===== src/rtl/desc_list_seq.sv =====
module desc_list_seq #(
  parameter int PTR_W      = 32,
  parameter int ALIGN_BITS = 4
) (
  input  logic             clk,
  input  logic             rst_n,
  input  logic             sw_wr_en,
  input  logic [1:0]       sw_sel,
  input  logic [PTR_W-1:0] sw_wdata,
  output logic [PTR_W-1:0] sw_rdata,
  input  logic             eng_served,
  input  logic [PTR_W-1:0] eng_next_ptr,
  input  logic             eng_end_of_list,
  input  logic             frame_tick,
  output logic [PTR_W-1:0] cur_ptr,
  output logic             list_enable,
  output logic             list_empty
);
  localparam int ADDR_W   = PTR_W - ALIGN_BITS;
  localparam int FILL_BIT = 1;
  localparam int EN_BIT   = 4;

  logic [ADDR_W-1:0] head_q, cur_q, cur_nxt;
  logic              filled_q, fill_nxt, en_q;

  wire wr_head = sw_wr_en && (sw_sel == 2'd0);
  wire wr_cur  = sw_wr_en && (sw_sel == 2'd1);
  wire wr_cmd  = sw_wr_en && (sw_sel == 2'd2);
  wire wr_ctl  = sw_wr_en && (sw_sel == 2'd3);

  wire unused_ok = ^{sw_wdata[ALIGN_BITS-1:0], eng_next_ptr[ALIGN_BITS-1:0], frame_tick};

  always_comb begin
    cur_nxt  = cur_q;
    fill_nxt = filled_q;
    if (en_q) begin
      if (eng_end_of_list) begin
        if (filled_q) begin
          cur_nxt  = head_q;
          fill_nxt = 1'b0;
        end
      end else if (eng_served) begin
        cur_nxt = eng_next_ptr[PTR_W-1:ALIGN_BITS];
      end
    end else if (wr_cur) begin
      cur_nxt = sw_wdata[PTR_W-1:ALIGN_BITS];
    end
    if (wr_cmd && sw_wdata[FILL_BIT]) fill_nxt = 1'b1;
  end

  always_ff @(posedge clk) begin
    if (!rst_n) begin
      head_q   <= '0;
      cur_q    <= '0;
      filled_q <= 1'b0;
      en_q     <= 1'b0;
    end else begin
      if (wr_head) head_q <= sw_wdata[PTR_W-1:ALIGN_BITS];
      if (wr_ctl)  en_q   <= sw_wdata[EN_BIT];
      cur_q    <= cur_nxt;
      filled_q <= fill_nxt;
    end
  end

  always_comb begin
    sw_rdata = '0;
    case (sw_sel)
      2'd0: sw_rdata = {head_q, {ALIGN_BITS{1'b0}}};
      2'd1: sw_rdata = {cur_q, {ALIGN_BITS{1'b0}}};
      2'd2: sw_rdata[FILL_BIT] = filled_q;
      default: sw_rdata[EN_BIT] = en_q;
    endcase
  end

  assign cur_ptr     = {cur_q, {ALIGN_BITS{1'b0}}};
  assign list_enable = en_q;
  assign list_empty  = (cur_q == '0);


  cur_wr_lock_chk: assert property (@(posedge clk) disable iff (!rst_n)
    (en_q && wr_cur && !eng_served && !eng_end_of_list) |=> (cur_ptr == $past(cur_ptr)));


  served_load_chk: assert property (@(posedge clk) disable iff (!rst_n)
    (en_q && eng_served && !eng_end_of_list) |=>
      (cur_ptr[PTR_W-1:ALIGN_BITS] == $past(eng_next_ptr[PTR_W-1:ALIGN_BITS])));


  reload_chk: assert property (@(posedge clk) disable iff (!rst_n)
    (en_q && eng_end_of_list && filled_q && !wr_cmd) |=> (cur_q == $past(head_q) && !filled_q));


  no_reload_chk: assert property (@(posedge clk) disable iff (!rst_n)
    (en_q && eng_end_of_list && !filled_q) |=> $stable(cur_ptr));


  frame_hold_chk: assert property (@(posedge clk) disable iff (!rst_n)
    (frame_tick && !eng_served && !eng_end_of_list && !wr_cur) |=> $stable(cur_ptr));


  fill_set_wins_chk: assert property (@(posedge clk) disable iff (!rst_n)
    (wr_cmd && sw_wdata[FILL_BIT]) |=> filled_q);


  idle_engine_chk: assert property (@(posedge clk) disable iff (!rst_n)
    (!en_q && !wr_cur) |=> $stable(cur_ptr));
endmodule


===== config.mk =====
export PLATFORM = sky130hd
export DESIGN_NAME = desc_list_seq
export DESIGN_NICKNAME = d
export VERILOG_FILES = /design/src/rtl/desc_list_seq.sv
export SDC_FILE = /design/constraint.sdc
export NUM_CORES = 1
export LEC_CHECK = 0
export BUFFER_PORTS_ARGS = -buffer_cell sky130_fd_sc_hd__clkbuf_2
export CORE_MARGIN = 2
export CORE_UTILIZATION = 35
export DETAILED_ROUTE_END_ITERATION = 8
export GPL_TIMING_DRIVEN = 0
export MAX_ROUTING_LAYER = met4
export SYNTH_ARGS = -nofsm -noshare
export SYNTH_HDL_FRONTEND = slang
export SYNTH_SLANG_ARGS = --single-unit

===== constraint.sdc =====
create_clock -name clk -period 2 [get_ports clk]
set_clock_uncertainty 0.05 [all_clocks]
set_input_delay 0 -clock clk [delete_from_list [all_inputs] [get_ports clk]]
set_output_delay 0 -clock clk [all_outputs]
set_load 0.005 [all_outputs]

### Yosys cells after proc, flatten, opt, wreduce, memory -nomap -nowiden

Index checks and enable logic that the tools add are counted.

| operators by class | value |
|---|---|
| eq/ne operators | 5 |
| multiplexer cells | 11 |
| reductions and logical operators | 12 |

Operator list:

| operator | count |
|---|---|
| two-way mux 28 bit | 5 |
| case mux 27 bit (2 select lines) | 1 |
| zero test 28 bit | 1 |
| inequality test 3 bit (second input constant) | 2 |
| nonzero test 2 bit | 3 |
| logical AND 1 bit | 5 |
| == test 2 bit (second input constant) | 2 |
| two-way mux 1 bit | 4 |
| case mux 1 bit (3 select lines) | 1 |
| AND reduction 3 bit | 1 |
| == test 2 x 1 -> 1 bit (second input constant) | 1 |
| zero test 2 bit | 1 |
| AND reduction 2 bit | 1 |

| storage, ports and cells | value |
|---|---|
| bits in registers | 58 |
| bits of input ports | 72 |

### Logic depth before layout (Yosys ltp)

Gate-level depths: netlist of the first run.

| depth | value |
|---|---|
| word-level depth | 5 |
| gate-level depth with buffers | 6 |

### Worst setup path before layout of the first run

Ideal clock, no wire load.

| path | value |
|---|---|
| path type | register to register |
| from | reg en_q, in the netlist list_enable |
| to | reg cur_q[10] |
| library setup time | 72 ps |
| arrival time | 1247 ps |
| setup slack | 632 ps |
| stages on the path, launching flop included | 7 |
| buffers on the path | 3 |
| clock period less this slack | 1368 ps |
| cell sequence | dfxtp_1 > buf_2 > and4bb_1 > a21oi_2 > buf_6 > buf_12 > mux2i_1 |

| on the way | value |
|---|---|
| cells in the longest elaborated chain, start to end | 2 |
| elaborated cells between the ends (all ways) | 5 |
| those cells by class | 2 x eq/ne; 1 x mux; 2 x reduce/logical |

RTL lines:

| item | RTL line | source |
|---|---|---|
| start, declared | 24 | `logic filled_q, fill_nxt, en_q;` |
| start signal, assigned | 59 | `if (wr_ctl) en_q <= sw_wdata[EN_BIT];` |
| inequality test 3 bit (no line) or nonzero test 2 bit (tied branches) | n/a |  |
| AND reduction 3 bit (no line) | n/a |  |
| end signal, assigned | 60 | `cur_q <= cur_nxt;` |
| end, declared | 23 | `logic [ADDR_W-1:0] head_q, cur_q, cur_nxt;` |

Several ways; a longest one is shown, not always the timed one.
A chain may end at the register's enable or synchronous reset.

### Worst setup path after layout of the first run

| path | value |
|---|---|
| from | reg cur_q[23] |
| to | out list_empty |

| on the way | value |
|---|---|
| cells in the longest elaborated chain, start to end | 1 |

RTL lines:

| item | RTL line | source |
|---|---|---|
| zero test 28 bit | 77 | `assign list_empty = (cur_q == '0);` |
| end, declared | 17 | `output logic list_empty` |

Every way passes these cells.

==> results of run 1 <==
flip-flops by register name (all words and copies together), names as in the netlist:
name,count
cur_q,28
list_enable,1
head_q,28
filled_q,1
logic make-up after synthesis:
kind of cell	after synthesis
and+or+nand+nor	129
DFF	58
buffers and inverters	42
AOI/OAI and AO/OA	88
muxes	86
other	1
synth_stat cells:
cell type / number / area share (%)
nand2_1: 84 / 9.2
and4b_1: 1 / 0.29
a21oi_2: 1 / 0.25
nor2b_1: 1 / 0.18
dfxtp_1: 58 / 34
conb_1: 1 / 0.11
nor2_1: 28 / 3.1
nand3_1: 3 / 0.44
buf_12: 2 / 1.2
clkbuf_1: 16 / 1.7
and3b_1: 1 / 0.25
buf_2: 11 / 1.6
buf_4: 8 / 1.7
a21o_1: 28 / 6.1
nor4_1: 7 / 1.3
mux2i_1: 85 / 25
or3b_1: 1 / 0.25
a21boi_1: 29 / 6.3
o21ai_0: 29 / 4.2
mux2_4: 1 / 0.44
and4bb_1: 1 / 0.36
buf_6: 5 / 1.6
nand4_1: 1 / 0.18
o21a_1: 1 / 0.22
nor3b_4: 1 / 0.55
layout make-up:
type                    instances  area [um2]
fillers                       970        4870
well taps                     133         166
clock buffers                  13         179
flip-flops and latches         58        1160
multi-input cells             310        2030
repair buffers                155         956
plain buffers                  41         268
clock inverters                 2        10.0
where the power goes:
| part | internal, mW | leakage (nW) | switching, mW | total, mW |
|---|---|---|---|---|
| clock | 0.574 | 0.101 | 0.457 | 1.03 |
| sequential | 1.20 | 0.471 | 0.0447 | 1.25 |
| combinational | 0.280 | 1.83 | 0.271 | 0.551 |
| total | 2.06 | 2.40 | 0.772 | 2.83 |
metal layers:
metal	vias to the layer above	GRT usage (%)
li1	1720	-
met1	1595	27.2
met2	138	35.0
met3	17	3.23
met4	0	7.89
met5	-	-
metrics by stage:
stage	hold slack [ns]	std cells
2_1_floorplan	0.0848	410
3_3_place_gp	0.184	662
3_5_place_dp	0.194	662
4_1_cts	0.0275	712
5_1_grt	0.0290	712
6_report	0.0289	712
worst paths after layout:
path                            slack (ns)  depth (start not counted)                      end
worst min register to register        0.42                          2  head_q[23]$_SDFFE_PN0P_
worst min-delay path                  0.03                          2    filled_q$_SDFFE_PN0P_
worst max register to register        0.28                          5   cur_q[21]$_SDFFE_PN0P_
worst max-delay path                  0.26                          4               list_empty
worst reg2reg max path: cells and delay by family, from the launching register on:
family	cells	cell delay [ns]
AO/OA/AOI/OAI	2	0.37
flip-flops	1	0.35
buffers and inverters	2	0.78
multiplexers	1	0.12
cell usage in the layout, fill, tap and decap left out, drive strengths merged:
master	count
nor2	28
nor2b	1
clkinv	2
mux2i	85
o21a	1
buf	26
dlygate4sd3	36
and4b	1
and4bb	1
o21ai	29
nand4	1
nor3b	1
nand2	84
nor4	7
a21oi	1
a21boi	29
conb	7
a21o	28
or3b	1
and3b	1
clkbuf	147
nand3	3
mux2	1
dfxtp	58
timing repair:
item	CTS	global route
endpoints found under the hold margin	29	0
setup endpoints to repair	1	0
hold buffers	36	0
==> run summary, run 1 <==
Status: finished clean
DP Worst Slack: 0.302 ns
Via density per instance: 4.87
Skew-Pair Late Insertion Delay: 0.33 ns
Post-synthesis mux area share: 25.2%
VDD IR max: 0.257 mV
Largest family of logic cells by synthesized area: multiplexers
CTS Buffer Depth: 2
Final nets: 647
Post-synth cell types: 25
Min-delay src: rst_n
Worst setup EP type: primary output
Setup bufs post-CTS: 0
Pleak: 2.40 nW
Worst Setup SP: cur_q[23]$_SDFFE_PN0P_
Final Power: 2.83 mW
Fin. max-slew vios: 0
# port buffers: 119
Worst path cell trace: nor4_1 > nand4_1 > nor2_1 > clkbuf_2
Synthesis Warnings: 0
H-tree Lvls: 3
Die area: 10600 um2
Final WL: 11200 um
Vias in the first global route: 3333
Final Cell Area: 4770 um2
Gr usage total: 21.5%
Drc violations: 0
Min Tclk post-route: 1.74 ns
Initial DRT Pass Iterations: 6
Setup repair after global routing missed its margin: false
Kind of critical path: reg2out
Mapped Cells: 404
Antenna diodes: 0
CTS Buf Count: 9
Max frequency: 575 MHz
CP peak stage delay: 0.49 ns
Post-synthesis compound-gate area fraction: 17.1%
Metal3 WL: 620 um
WL/cell: 15.7 um
Final Hold Violating Endpoints: 0
CP top delay family: simple AND/OR/NAND/NOR gates
Die H: 103 um
Initial DRC count: 132
Power Density: 593 nW/um2
Post-route setup slack: 0.262 ns
Simple-gate area share of the yosys netlist: 16.0%
Slowest cell on crit path: nor4_1
# rows: 36
WP data arrival: 1.69 ns
Synth Register Bits: 58
Syn Area/Cell: 8.52 um2
Rel. slew slack: 61.3%
Met1 WL: 4980 um
Max cap viols: 0
Post-layout util: 49.5%
Boundary Pins: 138
WP data required: 1.95 ns
Share of cells above drive strength 1: 28.2%
Fin crit share: 86.9%
Starting density of the core: 35.7%
Setup violators final: 0
CTS tree: built
Root Buffer: clkbuf_8
DRT antenna net count: 0
Setup crit start kind: flip-flop
Clk pin slew, worst setup/hold paths: 0.07 ns
Chip width: 103 um
GPL Wtd Cong: 0.781
Detailed-placement wirelength estimate: 7820 um
Initial antenna violation count: 0
Sequential share of the synthesized area: 33.7%
DR vias: 3470
Crit path buf inv count: 1
Max Used Layer: met4
DP Area: 4230 um2
Layout area overhead: 38.6%
Hold crit path type: in2reg
Worst Max-Slew Pin Slew: 0.581 ns
Worst-path fanout max: 4
Metal2 WL: 5370 um
Grt total ovfl: 0
Reg2reg start: list_enable$_SDFFE_PN0P_
Placeable Area: 9640 um2
XOR/XNOR Fraction of Synth Area: 0%
Post_cts resized: 0
Largest net degree at the start of global routing: 17
Synth Area in Adders: 0%
Cell area after synthesis: 3440 um2
Clk sink count: 58
Fin Setup TNS: 0 ns
First-pass GRT wire length: 16800 um
No activity file was read; power rests on OpenSTA's default activity.
==> run 2: changes to the inputs <==
--- a/config.mk
+++ b/config.mk
@@ -5,12 +5,14 @@
 export SDC_FILE = /design/constraint.sdc
 export NUM_CORES = 1
 export LEC_CHECK = 0
+export ABC_AREA = 1
 export BUFFER_PORTS_ARGS = -buffer_cell sky130_fd_sc_hd__clkbuf_2
 export CORE_MARGIN = 2
-export CORE_UTILIZATION = 35
+export CORE_UTILIZATION = 51
 export DETAILED_ROUTE_END_ITERATION = 8
 export GPL_TIMING_DRIVEN = 0
 export MAX_ROUTING_LAYER = met4
+export PLACE_DENSITY = 0.85
 export SYNTH_ARGS = -nofsm -noshare
 export SYNTH_HDL_FRONTEND = slang
 export SYNTH_SLANG_ARGS = --single-unit
==> run summary, run 2 <==
Status: finished clean (unchanged)
Crit path to: cur_q[1]$_SDFFE_PN0P_ (was list_empty)
VDD IR max: 0.564 mV (was 0.257 mV)
CTS tree: built (unchanged)
Slowest cell on crit path: dlygate4sd3_1 (was nor4_1)
Initial DRT Pass Iterations: 5 (was 6)
Switching Fraction: 28.5% (was 27.3%)
CTS Buffer Depth: 2 (unchanged)
Fin. max-slew vios: 0 (unchanged)
Sequential share of the synthesized area: 36.7% (was 33.7%)
Via density per instance: 5.17 (was 4.87)
Synth Register Bits: 58 (unchanged)
Gr usage total: 32.5% (was 21.5%)
Setup repair after global routing missed its margin: false (unchanged)
Worst Max-Slew Pin Slew: 0.578 ns (was 0.581 ns)
Layout area overhead: 50.0% (was 38.6%)
Worst path cell trace: nand2_1 > inv_2 > nand2_1 > nand3_2 > buf_6 > buf_6 > nand2_1 > nand2_1 > nor2_1 > dlygate4sd3_1 (was nor4_1 > nand4_1 > nor2_1 > clkbuf_2)
Worst-path fanout max: 10 (was 4)
Kind of critical path: reg2reg (was reg2out)
Drc violations: 0 (unchanged)
Clk sink count: 58 (unchanged)
Skew-Pair Late Insertion Delay: 0.33 ns (about the same)
WL/cell: 14.0 um (was 15.7 um)
Fin Setup TNS: 0 ns (unchanged)
Mapped Cells: 527 (was 404)
Post-synthesis compound-gate area fraction: 9.48% (was 17.1%)
Pleak: 2.44 nW (was 2.40 nW)
WP data arrival: 2.03 ns (was 1.69 ns)
WP data required: 2.17 ns (was 1.95 ns)
Top post-synthesis cells by count: 175 x nand2_1, 119 x nor2_1, 58 x dfxtp_1 (was 85 x mux2i_1, 84 x nand2_1, 58 x dfxtp_1)
Largest net degree at the start of global routing: 11 (was 17)
Ys async rst share: 0% (unchanged)
Synth Flop Type: dfxtp_1 (unchanged)
Root Buffer: clkbuf_8 (unchanged)
Worst setup EP type: flip-flop (was primary output)
Max cap viols: 0 (unchanged)
DR vias: 4183 (was 3470)
# port buffers: 121 (was 119)
Largest registers: cur_q: 28 flops, head_q: 28 flops (unchanged)
Grt total ovfl: 0 (unchanged)
Final Hold Violating Endpoints: 0 (unchanged)
Die area: 6860 um2 (was 10600 um2)
Largest family of logic cells by synthesized area: simple AND/OR/NAND/NOR gates (was multiplexers)
Worst Setup SP: list_enable$_SDFFE_PN0P_ (was cur_q[23]$_SDFFE_PN0P_)
Sw Pwr: 919 uW (was 772 uW)
Antenna diodes: 0 (unchanged)
GPL Wtd Cong: 0.901 (was 0.781)
Post-synth EDFFs: 0 (unchanged)
Synth Area in Adders: 0% (unchanged)
Final hold slack: 0.0217 ns (was 0.0289 ns)
Rel. slew slack: 61.5% (was 61.3%)
Starting density of the core: 53.2% (was 35.7%)
Initial DRC count: 322 (was 132)
Initial antenna violation count: 0 (unchanged)
Post-synthesis mux area share: 0% (was 25.2%)
Share of cells above drive strength 1: 23.4% (was 28.2%)
Reg2reg start: list_enable$_SDFFE_PN0P_ (unchanged)
XOR/XNOR Fraction of Synth Area: 0% (unchanged)
Hold crit path type: in2reg (unchanged)
Crit path top cell by count: nand2_1
Die H: 82.8 um (was 103 um)
Clock power frac: 37.2% (was 36.5%)
Most area-consuming cells after synthesis: dfxtp_1 37%, nand2_1 21%, nor2_1 14% (was dfxtp_1 34%, mux2i_1 25%, nand2_1 9.2%)
Commonest non-fill, non-tap cell in the layout: nand2_1 (was clkbuf_2)
Placeable Area: 5960 um2 (was 9640 um2)
Logic pwr share: 22.7% (was 19.5%)
Reg-to-reg endpoint: cur_q[1]$_SDFFE_PN0P_ (was cur_q[21]$_SDFFE_PN0P_)
Syn Area/Cell: 6.01 um2 (was 8.52 um2)
Synthesis Warnings: 0 (unchanged)
Most instantiated library cell after synthesis: nand2_1 (was mux2i_1)
Min Tclk post-route: 1.86 ns (was 1.74 ns)
Vias in the first global route: 3995 (was 3333)
Internal reg-to-reg setup slack: 0.14 ns (was 0.28 ns)
Fin crit share: 92.8% (was 86.9%)
Boundary Pins: 138 (unchanged)
Detailed-placement wirelength estimate: 7110 um (was 7820 um)
Internal power contribution: 2.31 mW (was 2.06 mW)
First-pass GRT wire length: 17900 um (was 16800 um)
DRT antenna net count: 0 (unchanged)
Final nets: 801 (was 647)
Clk pin slew, worst setup/hold paths: 0.07 ns (about the same)
Area leader, netlist: dfxtp_1 (unchanged)
# fillers: 460 (was 970)
Final WL: 11300 um (was 11200 um)
Cell area after synthesis: 3170 um2 (was 3440 um2)
CTS Buf Count: 9 (unchanged)
H-tree Lvls: 3 (unchanged)
# rows: 28 (was 36)
CP peak stage delay: 0.56 ns (was 0.49 ns)
Sequential power share: 40.1% (was 44.0%)
Setup crit start kind: flip-flop (unchanged)
Power Density: 679 nW/um2 (was 593 nW/um2)
Simple-gate area share of the yosys netlist: 42.3% (was 16.0%)
Chip width: 82.8 um (was 103 um)
Post-synth cell types: 24 (was 25)
Max frequency: 539 MHz (was 575 MHz)
Area fraction of the dominant cell type after synthesis: 36.7% (was 33.7%)
Most frequent cells in the layout: 175 x nand2_1, 122 x clkbuf_2, 119 x nor2_1 (was 119 x clkbuf_2, 85 x mux2i_1, 84 x nand2_1)
R2R cell count: 10 (was 5)
Setup bufs post-CTS: 0 (unchanged)
Setup violators final: 0 (unchanged)
[run 2: cell types whose count changed after synthesis, sizes merged, moves of 6 or more]
cell | before | now
o21ai | 29 | 56
a21boi | 29 | 1
nor2 | 28 | 120
nand3 | 3 | 32
mux2i | 85 | 0
clkbuf | 16 | 9
nand4 | 1 | 7
nor4 | 7 | 1
a21o | 28 | 0
inv | 0 | 35
nand2 | 84 | 176
[run 2: cell families (layout without fill, tap and decap cells)]
logic type             count (synthesis)  in the layout
AND/OR/NAND/NOR                      337            337
buffers and inverters                 72            273
flip-flops                            58             58
other                                  1              7
AO/OA/AOI/OAI                         59             59
[run 2: area by class of cell]
class,instances,area [um2],area share [%]
buffer,37,230,4.85
clock inverter,5,77.6,1.63
timing repair buffer,185,1250,26.2
sequential,58,1160,24.5
clock buffer,11,141,2.98
multi-input combinational,403,1670,35.1
tap,75,93.8,1.98
inverter,35,131,2.77
[run 2: power groups by stage]
stage | clock [mW] | combinational [mW] | sequential, mW
6_report | 1.20 | 0.732 | 1.29
5_1_grt | 1.27 | 0.802 | 1.30
4_1_cts | 1.21 | 0.709 | 1.29
3_5_place_dp | 0 | 0.602 | 1.32
3_3_place_gp | 0 | 0.591 | 1.31
2_1_floorplan | 0 | 0.356 | 1.31
[run 2: how the worst min path moves through the flow]
| stage | startpoint | endpoint | slack, ns | cells past startpoint |
|---|---|---|---|---|
| 2_1_floorplan | sw_sel[0] | sw_rdata[1] | -0.01 | 1 |
| 3_3_place_gp | sw_wdata[30] | head_q[26]$_SDFFE_PN0P_ | 0.21 | 3 |
| 3_5_place_dp | sw_wdata[30] | head_q[26]$_SDFFE_PN0P_ | 0.22 | 3 |
| 4_1_cts | eng_end_of_list | filled_q$_SDFFE_PN0P_ | 0.005 | 4 |
| 5_1_grt | rst_n | head_q[6]$_SDFFE_PN0P_ | 0.02 | 3 |
| 6_report | rst_n | head_q[6]$_SDFFE_PN0P_ | 0.02 | 3 |
[run 2: metrics by stage]
stage | std cells | cell area [um2] | power, mW | setup WS (ns) | util (%)
2_1_floorplan | 533 | 3190 | 1.67 | 0.791 | -
3_3_place_gp | 729 | 3890 | 1.90 | 0.572 | 65.3
3_5_place_dp | 729 | 3890 | 1.92 | 0.545 | 65.3
4_1_cts | 809 | 4750 | 3.20 | 0.114 | 79.7
5_1_grt | 809 | 4750 | 3.37 | 0.0637 | 79.8
6_report | 809 | 4750 | 3.23 | 0.144 | 79.8
[run 2: per-layer routing]
| layer | vias to the layer above | track usage, % | share of wire (%) |
|---|---|---|---|
| met3 | 40 | 4.47 | 8.0 |
| li1 | 2026 | - | - |
| met4 | 0 | 15.6 | 3.2 |
| met5 | - | - | 0 |
| met2 | 258 | 57.0 | 49 |
| met1 | 1859 | 36.3 | 40 |
[run 2: worst max-delay path: cells and delay by family, from the launching register on]
family                 cells  cell delay [ns]
buffers and inverters      4             0.93
AND/OR/NAND/NOR            6             0.38
flip-flops                 1             0.37
[run 2: what timing repair did]
action,in CTS,in global routing
resized for setup,0,1
endpoints found under the setup margin,0,2
hold buffers,64,0
hold endpoints to repair,57,0
